==> config.mk <==
export PLATFORM = sky130hd
export DESIGN_NAME = comp_out_stage
export DESIGN_NICKNAME = d
export VERILOG_FILES = /design/src/rtl/cos_pkg.sv /design/src/rtl/cos_ctl_bank.sv /design/src/rtl/cos_prot_regs.sv /design/src/rtl/cos_dt_fsm.sv /design/src/rtl/cos_out_mux.sv /design/src/rtl/comp_out_stage.sv
export SDC_FILE = /design/constraint.sdc
export NUM_CORES = 1
export LEC_CHECK = 0
export CELL_PAD_IN_SITES_DETAIL_PLACEMENT = 1
export CELL_PAD_IN_SITES_GLOBAL_PLACEMENT = 1
export CORE_MARGIN = 10
export CORE_UTILIZATION = 36
export CTS_BUF_LIST = sky130_fd_sc_hd__clkbuf_8
export CTS_CLUSTER_SIZE = 16
export DETAILED_ROUTE_END_ITERATION = 12
export GPL_ROUTABILITY_DRIVEN = 0
export PLACE_DENSITY_LB_ADDON = 0.1
export SETUP_SLACK_MARGIN = 0.5
export SYNTH_ARGS = -nofsm -noshare
export SYNTH_HDL_FRONTEND = slang
export SYNTH_HIERARCHICAL = 1
export SYNTH_SLANG_ARGS = --single-unit
==> constraint.sdc <==
create_clock -name clk -period 1.5 [get_ports clk]
set_input_delay 0.225 -clock clk [delete_from_list [all_inputs] [get_ports clk]]
set_output_delay 0.225 -clock clk [all_outputs]
set_load 0.05 [all_outputs]
==> src/rtl/cos_pkg.sv <==
package cos_pkg;

    // Active/preload control word; bit 0 is the main enable.
    typedef struct packed {
        logic pol_comp;
        logic pol_main;
        logic en_comp;
        logic en_main;
    } ctl_t;

    localparam int CTL_W = $bits(ctl_t);
    localparam int NOUT  = 2;      // index 0: main, index 1: complementary

    typedef enum logic [2:0] {
        ST_IDLE    = 3'd0,
        ST_IDLE_DT = 3'd1,
        ST_DEAD    = 3'd2,
        ST_MAIN_ON = 3'd3,
        ST_COMP_ON = 3'd4
    } phase_e;

endpackage

==> src/rtl/cos_ctl_bank.sv <==
module cos_ctl_bank
    import cos_pkg::*;
(
    input  logic clk,
    input  logic rst_n,
    input  ctl_t pre_i,
    input  logic preload_en_i,
    input  logic upd_sel_i,
    input  logic com_strobe_i,
    input  logic trig_i,
    output ctl_t act_o
);

    ctl_t act_q;
    logic trig_q;
    logic trig_rise;
    logic load;

    // Trigger edge counts only when preloading is on.
    assign trig_rise = preload_en_i & trig_i & ~trig_q;
    assign load      = ~preload_en_i | com_strobe_i | (upd_sel_i & trig_rise);

    always_ff @(posedge clk or negedge rst_n) begin
        if (!rst_n) begin
            trig_q <= 1'b0;
            act_q  <= '0;
        end else begin
            trig_q <= trig_i;
            if (load) begin
                act_q <= pre_i;
            end
        end
    end

    assign act_o = act_q;

    AST_CTL_FOLLOW: assert property (@(posedge clk) disable iff (!rst_n)
        !preload_en_i |=> act_q == $past(pre_i));

    AST_CTL_HOLD: assert property (@(posedge clk) disable iff (!rst_n)
        (preload_en_i && !com_strobe_i && !(upd_sel_i && trig_i && !trig_q))
        |=> $stable(act_q));

    AST_CTL_STROBE: assert property (@(posedge clk) disable iff (!rst_n)
        (preload_en_i && com_strobe_i) |=> act_q == $past(pre_i));

    AST_CTL_TRIG: assert property (@(posedge clk) disable iff (!rst_n)
        (preload_en_i && upd_sel_i && trig_i && !trig_q) |=> act_q == $past(pre_i));

endmodule

==> src/rtl/cos_prot_regs.sv <==
module cos_prot_regs
    import cos_pkg::*;
#(
    parameter int LOCK_W = 2
) (
    input  logic              clk,
    input  logic              rst_n,
    input  logic              idle_wr_i,
    input  logic [NOUT-1:0]   idle_d_i,
    input  logic              lock_wr_i,
    input  logic [LOCK_W-1:0] lock_d_i,
    output logic [NOUT-1:0]   idle_o
);

    logic [NOUT-1:0]   idle_q;
    logic [LOCK_W-1:0] lock_q;
    logic              open_w;

    assign open_w = (lock_q == '0);

    always_ff @(posedge clk or negedge rst_n) begin
        if (!rst_n) begin
            idle_q <= '0;
            lock_q <= '0;
        end else begin
            if (idle_wr_i && open_w) begin
                idle_q <= idle_d_i;
            end
            if (lock_wr_i && open_w) begin
                lock_q <= lock_d_i;
            end
        end
    end

    assign idle_o = idle_q;

    AST_IDLE_LOCKED: assert property (@(posedge clk) disable iff (!rst_n)
        (lock_q != '0) |=> $stable(idle_q));

    AST_LOCK_STICKY: assert property (@(posedge clk) disable iff (!rst_n)
        (lock_q != '0) |=> $stable(lock_q));

endmodule

==> src/rtl/cos_dt_fsm.sv <==
module cos_dt_fsm
    import cos_pkg::*;
#(
    parameter int DT_W = 8
) (
    input  logic            clk,
    input  logic            rst_n,
    input  logic            ref_i,
    input  logic            moe_i,
    input  logic [DT_W-1:0] dt_i,
    output logic            raw_main_o,
    output logic            raw_comp_o,
    output logic            idle_sel_o
);

    localparam logic [DT_W-1:0] ONE = DT_W'(1);

    phase_e          state_q, state_n;
    logic [DT_W-1:0] cnt_q, cnt_n;
    logic            ref_q;
    logic            ref_edge;
    logic            dt_zero;
    phase_e          on_st;
    phase_e          arm_st;
    phase_e          rest_st;

    assign ref_edge = ref_i ^ ref_q;
    assign dt_zero  = (dt_i == '0);
    assign on_st    = ref_i ? ST_MAIN_ON : ST_COMP_ON;
    assign arm_st   = dt_zero ? on_st : ST_DEAD;
    assign rest_st  = dt_zero ? ST_IDLE : ST_IDLE_DT;

    // State register process.
    always_ff @(posedge clk or negedge rst_n) begin
        if (!rst_n) begin
            state_q <= ST_IDLE;
            cnt_q   <= '0;
            ref_q   <= 1'b0;
        end else begin
            state_q <= state_n;
            cnt_q   <= cnt_n;
            ref_q   <= ref_i;
        end
    end

    // Transition process.
    always_comb begin
        state_n = state_q;
        cnt_n   = cnt_q;
        unique case (state_q)
            ST_IDLE: begin
                if (moe_i) begin                       // arm
                    state_n = arm_st;
                    cnt_n   = dt_i;
                end
            end
            ST_IDLE_DT: begin
                if (moe_i) begin                       // arm
                    state_n = arm_st;
                    cnt_n   = dt_i;
                end else if (cnt_q <= ONE) begin       // park
                    state_n = ST_IDLE;
                    cnt_n   = '0;
                end else begin
                    cnt_n = cnt_q - ONE;
                end
            end
            ST_DEAD: begin
                if (!moe_i) begin                      // rest
                    state_n = rest_st;
                    cnt_n   = dt_i;
                end else if (ref_edge) begin           // retrigger
                    state_n = arm_st;
                    cnt_n   = dt_i;
                end else if (cnt_q <= ONE) begin       // settle
                    state_n = on_st;
                    cnt_n   = '0;
                end else begin
                    cnt_n = cnt_q - ONE;
                end
            end
            ST_MAIN_ON, ST_COMP_ON: begin
                if (!moe_i) begin                      // rest
                    state_n = rest_st;
                    cnt_n   = dt_i;
                end else if (ref_edge) begin           // swap
                    state_n = arm_st;
                    cnt_n   = dt_i;
                end
            end
            default: begin
                state_n = ST_IDLE;
                cnt_n   = '0;
            end
        endcase
    end

    // Output process.
    always_comb begin
        raw_main_o = 1'b0;
        raw_comp_o = 1'b0;
        idle_sel_o = 1'b0;
        unique case (state_q)
            ST_MAIN_ON: raw_main_o = 1'b1;
            ST_COMP_ON: raw_comp_o = 1'b1;
            ST_IDLE:    idle_sel_o = 1'b1;
            default: ;
        endcase
    end

    AST_ON_MATCHES_REF: assert property (@(posedge clk) disable iff (!rst_n)
        (state_q == ST_MAIN_ON) |-> ref_q);

    AST_COMP_MATCHES_REF: assert property (@(posedge clk) disable iff (!rst_n)
        (state_q == ST_COMP_ON) |-> !ref_q);

    AST_SWAP_HAS_GAP: assert property (@(posedge clk) disable iff (!rst_n)
        ((state_q == ST_MAIN_ON || state_q == ST_COMP_ON) && moe_i && ref_edge && !dt_zero)
        |=> state_q == ST_DEAD);

    AST_COUNT_LIVE: assert property (@(posedge clk) disable iff (!rst_n)
        (state_q == ST_DEAD || state_q == ST_IDLE_DT) |-> cnt_q != '0);

    AST_MOE_DROP: assert property (@(posedge clk) disable iff (!rst_n)
        !moe_i |=> !(state_q == ST_MAIN_ON || state_q == ST_COMP_ON));

    AST_ARM_GAP: assert property (@(posedge clk) disable iff (!rst_n)
        (state_q == ST_IDLE && moe_i && !dt_zero) |=> state_q == ST_DEAD);

endmodule

==> src/rtl/cos_out_mux.sv <==
module cos_out_mux
    import cos_pkg::*;
(
    input  ctl_t            act_i,
    input  logic            raw_main_i,
    input  logic            raw_comp_i,
    input  logic            idle_sel_i,
    input  logic [NOUT-1:0] idle_i,
    output logic [NOUT-1:0] out_o
);

    logic [NOUT-1:0] en_v;
    logic [NOUT-1:0] pol_v;
    logic [NOUT-1:0] raw_v;

    assign en_v  = {act_i.en_comp,  act_i.en_main};
    assign pol_v = {act_i.pol_comp, act_i.pol_main};
    assign raw_v = {raw_comp_i,     raw_main_i};

    for (genvar g = 0; g < NOUT; g++) begin : g_drv
        always_comb begin
            if (idle_sel_i) begin
                out_o[g] = idle_i[g];
            end else if (en_v[g]) begin
                out_o[g] = raw_v[g] ^ pol_v[g];
            end else begin
                out_o[g] = 1'b0;
            end
        end
    end

endmodule

==> src/rtl/comp_out_stage.sv <==
module comp_out_stage
    import cos_pkg::*;
#(
    parameter int DT_W   = 8,
    parameter int LOCK_W = 2
) (
    input  logic              clk,
    input  logic              rst_n,
    input  logic              ref_i,
    input  logic              moe_i,
    input  logic [DT_W-1:0]   dt_i,
    input  logic [CTL_W-1:0]  ctl_pre_i,
    input  logic              preload_en_i,
    input  logic              upd_sel_i,
    input  logic              com_strobe_i,
    input  logic              trig_i,
    input  logic              idle_wr_i,
    input  logic [NOUT-1:0]   idle_d_i,
    input  logic              lock_wr_i,
    input  logic [LOCK_W-1:0] lock_d_i,
    output logic              out_main_o,
    output logic              out_comp_o
);

    ctl_t            act_w;
    logic [NOUT-1:0] idle_w;
    logic [NOUT-1:0] out_w;
    logic            raw_main_w;
    logic            raw_comp_w;
    logic            idle_sel_w;

    cos_ctl_bank u_ctl (
        .clk          (clk),
        .rst_n        (rst_n),
        .pre_i        (ctl_t'(ctl_pre_i)),
        .preload_en_i (preload_en_i),
        .upd_sel_i    (upd_sel_i),
        .com_strobe_i (com_strobe_i),
        .trig_i       (trig_i),
        .act_o        (act_w)
    );

    cos_prot_regs #(.LOCK_W(LOCK_W)) u_prot (
        .clk       (clk),
        .rst_n     (rst_n),
        .idle_wr_i (idle_wr_i),
        .idle_d_i  (idle_d_i),
        .lock_wr_i (lock_wr_i),
        .lock_d_i  (lock_d_i),
        .idle_o    (idle_w)
    );

    cos_dt_fsm #(.DT_W(DT_W)) u_fsm (
        .clk        (clk),
        .rst_n      (rst_n),
        .ref_i      (ref_i),
        .moe_i      (moe_i),
        .dt_i       (dt_i),
        .raw_main_o (raw_main_w),
        .raw_comp_o (raw_comp_w),
        .idle_sel_o (idle_sel_w)
    );

    cos_out_mux u_mux (
        .act_i      (act_w),
        .raw_main_i (raw_main_w),
        .raw_comp_i (raw_comp_w),
        .idle_sel_i (idle_sel_w),
        .idle_i     (idle_w),
        .out_o      (out_w)
    );

    assign out_main_o = out_w[0];
    assign out_comp_o = out_w[1];

    AST_RESET_QUIET: assert property (@(posedge clk)
        !rst_n |-> (!out_main_o && !out_comp_o));

endmodule

# Yosys cells after proc, flatten, opt, wreduce, memory -nomap -nowiden
# Index checks and enable logic that the tools add are counted.
# classes
bitwise	10
n_reduce_logical	8
eq_ne	8
addsub	1
n_mux	27
magnitude_cmp	1
# ops
operator	count
$mux 8	7
$pmux 8 s4	1
$mux 3	10
$pmux 3 s4	1
$le 8x1->1 const B	1
$logic_not 8->1	1
$mux 1	8
$sub 8x1->8 const B	1
$eq 3x2->1 const B	2
$ne 3x2->1 const B	2
$ne 4x2->1 const B	1
$reduce_and 4->1	1
$and 1x1->1	3
$eq 3x1->1 const B	1
$eq 3x3->1 const B	1
$logic_not 3->1	1
$xor 1x1->1	3
$logic_and 1x1->1	2
$logic_not 2->1	1
$ne 2x2->1 const B	1
$not 1->1	2
$or 1x1->1	2
$reduce_and 2->1	1
$reduce_or 2->1	1
# totals
word_cells	65
regBits	21

# Longest topological paths before layout
# Gate-level depths: netlist of run 1.
# logic_depth
word_depth	5
mapped_depth	6
ltp_nobuf	6

# Cells and area by module
# Netlist of run 1, hierarchy kept.
# by_module_without_submodules
module	instances	cells_each	seq_area_each_um2	area_per_inst_um2
cos_dt_fsm	1	104	300.3	914.6
cos_ctl_bank	1	12	125.1	219.0
cos_prot_regs	1	11	100.1	157.7
cos_out_mux	1	8	0.0	47.5

# Worst setup path after synthesis of run 1
# OpenSTA, ideal clock, no wires.
# synth_path
path_kind	register -> output
start	register u_fsm.state_q[1]
end	output out_main_o
arrival_ns	1.568
n_path_buf	0
setup_slack_ns	-0.293
stages_incl_launch_ff	5
cell_sequence	dfrtp_1 > nor2b_1 > and2_1 > xnor2_1 > o21ai_1
# synth_between
elab_chain_cells	5
# synth_rtl
element	line	text
start, declared	cos_dt_fsm.sv:18	phase_e state_q, state_n;
start signal, assigned	cos_dt_fsm.sv:40	state_q <= state_n;
$eq 3x2->1	cos_dt_fsm.sv:103	unique case (state_q)
$mux 1	cos_dt_fsm.sv:103	
net raw_main_w	comp_out_stage.sv:28	logic raw_main_w;
$xor 1x1->1	cos_out_mux.sv:25	out_o[g] = raw_v[g] ^ pol_v[g];
$mux 1	cos_out_mux.sv:24	end else if (en_v[g]) begin
$mux 1	cos_out_mux.sv:22	if (idle_sel_i) begin
end, declared	comp_out_stage.sv:21	output logic out_main_o,
# The timed path passes the listed nets, and every way through them passes these cells.

# Worst setup path in the final report of run 1
# layout_path
start	register u_fsm.state_q[1]
end	register u_fsm.cnt_q[2]
# layout_between
elab_chain_cells	4
# layout_rtl
element	line	text
$eq 3x2->1 or $eq 3x3->1 (tied branches)	cos_dt_fsm.sv:50	unique case (state_q)
$reduce_or 2->1	cos_dt_fsm.sv:50	
$ne 3x2->1 (no source line)	n/a	
$reduce_and 2->1 (no source line)	n/a	
end signal, assigned	cos_dt_fsm.sv:41	cnt_q <= cnt_n;
end, declared	cos_dt_fsm.sv:19	logic [DT_W-1:0] cnt_q, cnt_n;
# Several ways; a longest one is shown, not always the timed one.
# A chain may end at the register's enable or synchronous reset.

==> impl_metrics.yaml, run 1 <==
logic_synthesis:
  synth_top_area_share_pct: 39.3
  yosys.area.top_type: "dfrtp_1"
  ys_types: 44
  ys_top_cells_by_count: "21 x dfrtp_1, 10 x nand2_1, 7 x nor3_1, 7 x o21ai_1"
  synth_area_leaders: "dfrtp_1 39%, mux2_4 4.5%, a22oi_1 3.4%"
  syn_inst: 135
  ys_ff_latch: 21
  synthArstFlopShare_pct: 100
  synth_most_common_cell: "dfrtp_1"
  syn_nets: 163
  yosys_warnings: 6
  yosys_most_used_dff: "dfrtp_1"
  synth_edf_count: 0
  ys_seq_area_share_pct: 39.3
  avgSynthCellArea_sq_um: 9.92
  syn_area_sq_um: 1340
clock_tree:
  clkLatencyLatePin_ns: 0.27
  cts_tree: "built"
  clkTransAtPathRegs_ns: 0.09
  cts.sinks: 21
  ctsRootBufferMaster: "clkbuf_8"
  clockBufferDepth: 2
  htree_levels: 1
  cts_buffers: 3
  ctsHoldBuffers: 0
setup_path:
  crit_fanout: 6
  r2r_slack_ns: -0.30
  path_class: "register to register"
  crit_required_ns: 1.70
  cp-end-kind: "register"
  start_kind: "register"
  arrival_ns: 1.99
sta:
  setup_viol: 13
  fin_worst_skew_ns: 0.00516
  tns_ns: -2.85
  tightestPinTransition_ns: 0.458
  max_slew_margin_pct: 69.2
  fin_crit_sh_pct: 120
  fmax_mhz: 556
  final_max_slew_viol_count: 0
  final_hold_viol_count: 0
  finalCriticalPeriod_ns: 1.80
  rsz0062_at_grt: "true"
  worst_slack_ns: -0.297
routing:
  routed_wl_um: 5170
  viasPerCell: 5.54
  dr.pass1.iters: 4
  ant_nets: 0
  drc: 0
  vias: 1458
  drt_iter0_drc: 74
  drt-wirelength-per-cell_um: 19.7
floorplanning:
  coreArea_sq_um: 3630
  die_area_sq_um: 6560
  num_rows: 22
  die_y_um: 81.0
  io_pins: 28
  start_util_pct: 36.8
  die_width_um: 81.0
power:
  total_power_mw: 4.00
  powerDensity_nw_per_um2: 1740
  peakVddDrop_v: 0.00125
  p_leak_nw: 1.01
finish:
  syn2layout_area_growth_pct: 72.1
  drive_gt1_share_pct: 47.0
  finalNetCount: 244
  antenna_cells: 0
  num-fill-cells: 404
min_path:
  min_path_type: "input pin to register"
global_route:
  grt_antenna_before_repair: 0
  grt_max_degree: 22
  track_usage_pct: 14.3
  grt_first_pass_wirelength_um: 7520
  grt_pass1_vias: 1529
  overflow: 0
placement:
  numPortBuffers: 27
  dp_hpwl_um: 3380
job:
  maxCapViolations: 0
run_status:
  violations: "setup timing"
  status: "finished, violations left"
layout make-up:
type                    count  area [sq um]  area share [%]
multi-input cells         105           946            41.0
repair buffers             80           702            30.5
flip-flops and latches     21           529            23.0
well taps                  48          60.1            2.61
clock buffers               3          41.3            1.79
inverters                   5          18.8           0.814
clock inverters             1          7.51           0.326
per-layer routing:
metal	GRT usage (%)	up-vias	wire length, um
met4	4.15	0	138
met3	2.76	14	149
met5	0	-	0
li1	-	672	-
met1	16.4	734	2120
met2	26.1	38	2760
placed cells by master (no fill, tap or decap), drive strengths merged, types with 2 or more instances in the layout:
cell type | synthesis | final
a211o | 2 | 2
a21oi | 6 | 6
a22o | 2 | 2
a22oi | 6 | 6
and3 | 2 | 2
buf | 4 | 55
clkbuf | 0 | 3
clkdlybuf4s50 | 0 | 21
dfrtp | 21 | 21
dlygate4sd2 | 0 | 2
dlymetal6s2s | 0 | 2
ha | 2 | 2
inv | 5 | 5
mux2 | 6 | 6
mux2i | 2 | 2
nand2 | 11 | 11
nand2b | 2 | 2
nand3 | 2 | 2
nor2 | 7 | 7
nor2b | 3 | 3
nor3 | 7 | 7
nor3b | 2 | 2
nor4 | 4 | 4
o21a | 3 | 3
o21ai | 12 | 12
o21bai | 2 | 2
o22ai | 5 | 5
o2bb2ai | 3 | 3
xnor2 | 4 | 4
worst max-delay path, cell delays in order, from the launching register on:
cell       delay (ns)
dfrtp_2          0.49
buf_6            0.16
nor4b_4          0.32
a41oi_2          0.11
a21oi_2          0.24
buf_4            0.17
a32oi_1          0.09
o2bb2ai_1        0.14
kinds of logic after synthesis:
family	synth area share, %
muxes	7.66
DFF	39.3
adders and majority gates	1.87
xor gates and xnor gates	2.62
and+or+nand+nor	18.9
buffers and inverters	3.27
AOI/OAI and AO/OA	26.4
per-stage QoR:
step	hold slack, ns	area [sq um]	utilization, %	setup WS [ns]	std cells
3_3_place_gp	0.478	2000	55.0	-0.412	243
4_1_cts	0.223	2170	59.7	-0.244	253
6_report	0.215	2300	63.4	-0.297	263
2_1_floorplan	-0.0706	1400	-	0.0414	135
5_1_grt	0.221	2300	63.4	-0.341	263
3_5_place_dp	0.495	2000	55.0	-0.402	243
final timing paths:
| path | from | end | depth (start not counted) |
|---|---|---|---|
| max in group asynchronous | rst_n | u_fsm/state_q[2] | 2 |
| worst max-delay path | u_fsm/state_q[1] | u_fsm/cnt_q[2] | 7 |
| worst min register to register | u_fsm/cnt_q[3] | u_fsm/cnt_q[3] | 1 |
| worst min-delay path | trig_i | u_ctl/trig_q | 1 |
| min in group asynchronous | rst_n | u_prot/lock_q[1] | 2 |
| worst max register to register | u_fsm/state_q[1] | u_fsm/cnt_q[2] | 7 |
what timing repair did:
action | 4_1_cts | 5_1_grt
gates resized for setup | 20 | 12
buffers inserted | 6 | 10
pin swaps | 5 | 12
endpoints found under the setup margin | 19 | 19
state kept, by name (all words and copies together) (netlist names):
| register | cells |
|---|---|
| u_fsm/state_q | 3 |
| u_fsm/ref_q | 1 |
| u_prot/lock_q | 2 |
| u_ctl/act_o | 4 |
| u_ctl/trig_q | 1 |
| u_fsm/cnt_q | 8 |
| u_prot/idle_o | 2 |
power by group:
| part | total (mW) | internal, mW | switching, mW | leakage [nW] |
|---|---|---|---|---|
| combinational | 2.61 | 1.37 | 1.24 | 0.741 |
| sequential | 0.985 | 0.758 | 0.227 | 0.245 |
| clock | 0.408 | 0.188 | 0.220 | 0.0217 |
| total | 4.00 | 2.31 | 1.69 | 1.01 |
Note: power is estimated with default switching activity, not from simulation.
==> run 2: changes to the inputs <==
Settings changed: ABC_CLOCK_PERIOD_IN_PS set to 1500.
==> results of run 2 <==
Final layout, timing and power as in run 1 (identical DEF).
==> run 3: changes to the inputs <==
Settings changed: CAP_MARGIN set to 20, CORE_UTILIZATION 36 to 45, DONT_BUFFER_PORTS set to 1.
==> run 3 against run 2 <==
Net effect: the run still ends with setup timing left; final cell count decreased by 23%; flip-flop and latch count unchanged; via count decreased by 13%; non-clock buffer count decreased by 43; die area decreased by 15%; sequential share of layout area increased by 5.1 points; utilization increased by 3.8 points; critical path depth decreased by 2; first-iteration DRC count increased by 38%; design area decreased by 18%; routed wire length decreased by 15%; setup slack improved by 0.070 ns; critical endpoint is now out_main_o; largest cell class unchanged; largest power group unchanged.
==> impl_metrics.yaml, run 3 (synthesis results as in run 1) <==
setup_path:
  crit_required_ns: 1.27
  arrival_ns: 1.50
  cp-end-kind: "output port"
  crit_end: "out_main_o"
  start_kind: "register"
  r2r_end: "u_fsm/cnt_q[6]"
  r2r_slack_ns: -0.21
  critPathLaunch: "u_fsm/state_q[1]"
  r2r_cells: 7
  path_class: "register to output port"
  crit_fanout: 6
  r2r-start: "u_fsm/state_q[1]"
clock_tree:
  htree_levels: 1
  ctsRootBufferMaster: "clkbuf_8"
  cts.sinks: 21
  clkLatencyLatePin_ns: 0.27
  cts_tree: "built"
  clkTransAtPathRegs_ns: 0.09
  clockBufferDepth: 2
  cts_buffers: 3
sta:
  fmax_mhz: 579
  max_slew_margin_pct: 35.4
  fin_worst_skew_ns: 0.00824
  final_hold_viol_count: 0
  rsz0062_at_grt: "true"
  final_max_slew_viol_count: 0
  tightestPinTransition_ns: 0.967
  finalCriticalPeriod_ns: 1.73
  fin_crit_sh_pct: 115
  worst_slack_ns: -0.227
  setup_viol: 13
finish:
  largest_register: "u_fsm/cnt_q"
  largest_reg_flops: 8
  mostFrequentLayoutCells: "28 x buf_4, 18 x dfrtp_1, 9 x nand2_1"
  finalNetCount: 201
  antenna_cells: 0
  fin_util_pct: 67.3
  syn2layout_area_growth_pct: 40.9
  drive_gt1_share_pct: 44.2
  design_area_sq_um: 1890
  layout_commonest_cell: "buf_4"
power:
  powerDensity_nw_per_um2: 1980
  intPower_mw: 2.14
  p_leak_nw: 0.808
  clockPowerShare_pct: 10.7
  switching_share_pct: 42.8
  peakVddDrop_v: 0.000930
  combPwrFrac_pct: 62.9
  seq_power_share_pct: 26.3
  p_switching_mw: 1.60
job:
  maxCapViolations: 0
placement:
  dp_hpwl_um: 3090
  numPortBuffers: 0
  place_ws_ns: -0.111
  dpl_cell_area_sq_um: 1590
routing:
  drc: 0
  vias: 1264
  routed_wl_um: 4420
  drt-wirelength-per-cell_um: 21.8
  ant_nets: 0
  dr.pass1.iters: 4
  viasPerCell: 6.23
  drt_iter0_drc: 102
global_route:
  grt_first_pass_wirelength_um: 6820
  track_usage_pct: 16.0
  grt_antenna_before_repair: 0
  grt_pass1_vias: 1345
  grt_max_degree: 22
  overflow: 0
min_path:
  min_path_type: "input pin to register"
run_status:
  violations: "setup timing"
  status: "finished, violations left"
floorplanning:
  num_rows: 19
  coreArea_sq_um: 2810
  die_y_um: 74.5
  die_area_sq_um: 5560
  io_pins: 28
  die_width_um: 74.5
  start_util_pct: 47.7
## run 3: cell count changes in the layout (fill, tap and decap cells not counted), moves of 2 or more
cell             delta
dlygate4sd2_1       -2
clkdlybuf4s50_1    -21
a22oi_2             -3
a22oi_1             +3
dlygate4sd3_1       +2
buf_4              -22
## run 3: per-stage QoR
stage / setup TNS (ns) / instances / hold WS (ns) / total power, mW
2_1_floorplan: 0 / 135 / -0.0706 / 2.15
3_3_place_gp: -0.118 / 183 / -0.0699 / 2.75
3_5_place_dp: -0.732 / 183 / -0.0699 / 2.84
4_1_cts: -1.92 / 198 / 0.0815 / 3.51
5_1_grt: -2.94 / 203 / 0.0715 / 3.98
6_report: -2.05 / 203 / 0.0819 / 3.74
## run 3: metal layers
| metal | wire length [um] | global-route usage, % | up-vias | part of all wire (%) |
|---|---|---|---|---|
| met3 | 198 | 4.12 | 10 | 4.5 |
| met4 | 91 | 8.19 | 0 | 2.1 |
| met5 | 0 | 0 | - | 0 |
| li1 | - | - | 589 | - |
| met2 | 2370 | 29.1 | 29 | 54 |
| met1 | 1760 | 16.6 | 636 | 40 |
## run 3: power groups by stage
| stage | Clock [mW] | Combinational (mW) | Sequential (mW) |
|---|---|---|---|
| finish | 0.402 | 2.36 | 0.987 |
| global route | 0.443 | 2.52 | 1.02 |
| CTS | 0.408 | 2.12 | 0.973 |
| global placement | 0 | 1.79 | 0.962 |
| detailed placement | 0 | 1.86 | 0.981 |
| floorplan | 0 | 1.23 | 0.923 |
## run 3: worst min-delay path by stage
stage | startpoint | endpoint | slack, ns | cells past startpoint
global placement | rst_n | u_ctl/act_o[0] | -0.07 | 0
finish | lock_wr_i | u_prot/lock_q[1] | 0.08 | 2
global route | lock_wr_i | u_prot/lock_q[1] | 0.07 | 2
floorplan | rst_n | u_ctl/act_o[0] | -0.07 | 0
detailed placement | rst_n | u_ctl/act_o[0] | -0.07 | 0
CTS | lock_wr_i | u_prot/lock_q[1] | 0.08 | 2
## run 3: worst max-delay path, stage by stage (launching register included)
cell	delay, ns
dfrtp_2	0.48
nor2b_4	0.21
and2_4	0.18
xnor2_4	0.07
o21ai_4	0.15
buf_12	0.15
## run 3: area by class of cell
class                      count  area, sq um
fill                         296          918
timing repair buffer          37          332
clock inverter                 1         7.51
clock buffer                   3         41.3
inverter                       5         21.3
tap                           31         38.8
multi-input combinational    105          917
sequential                    21          529
## run 3: timing repair
item,4_1_cts,5_1_grt
setup endpoints to repair,19,40
gates cloned,0,0
resized for setup,17,14
buffers inserted,8,5
pin swaps,5,7
endpoints found under the hold margin,23,0
hold buffers,3,0
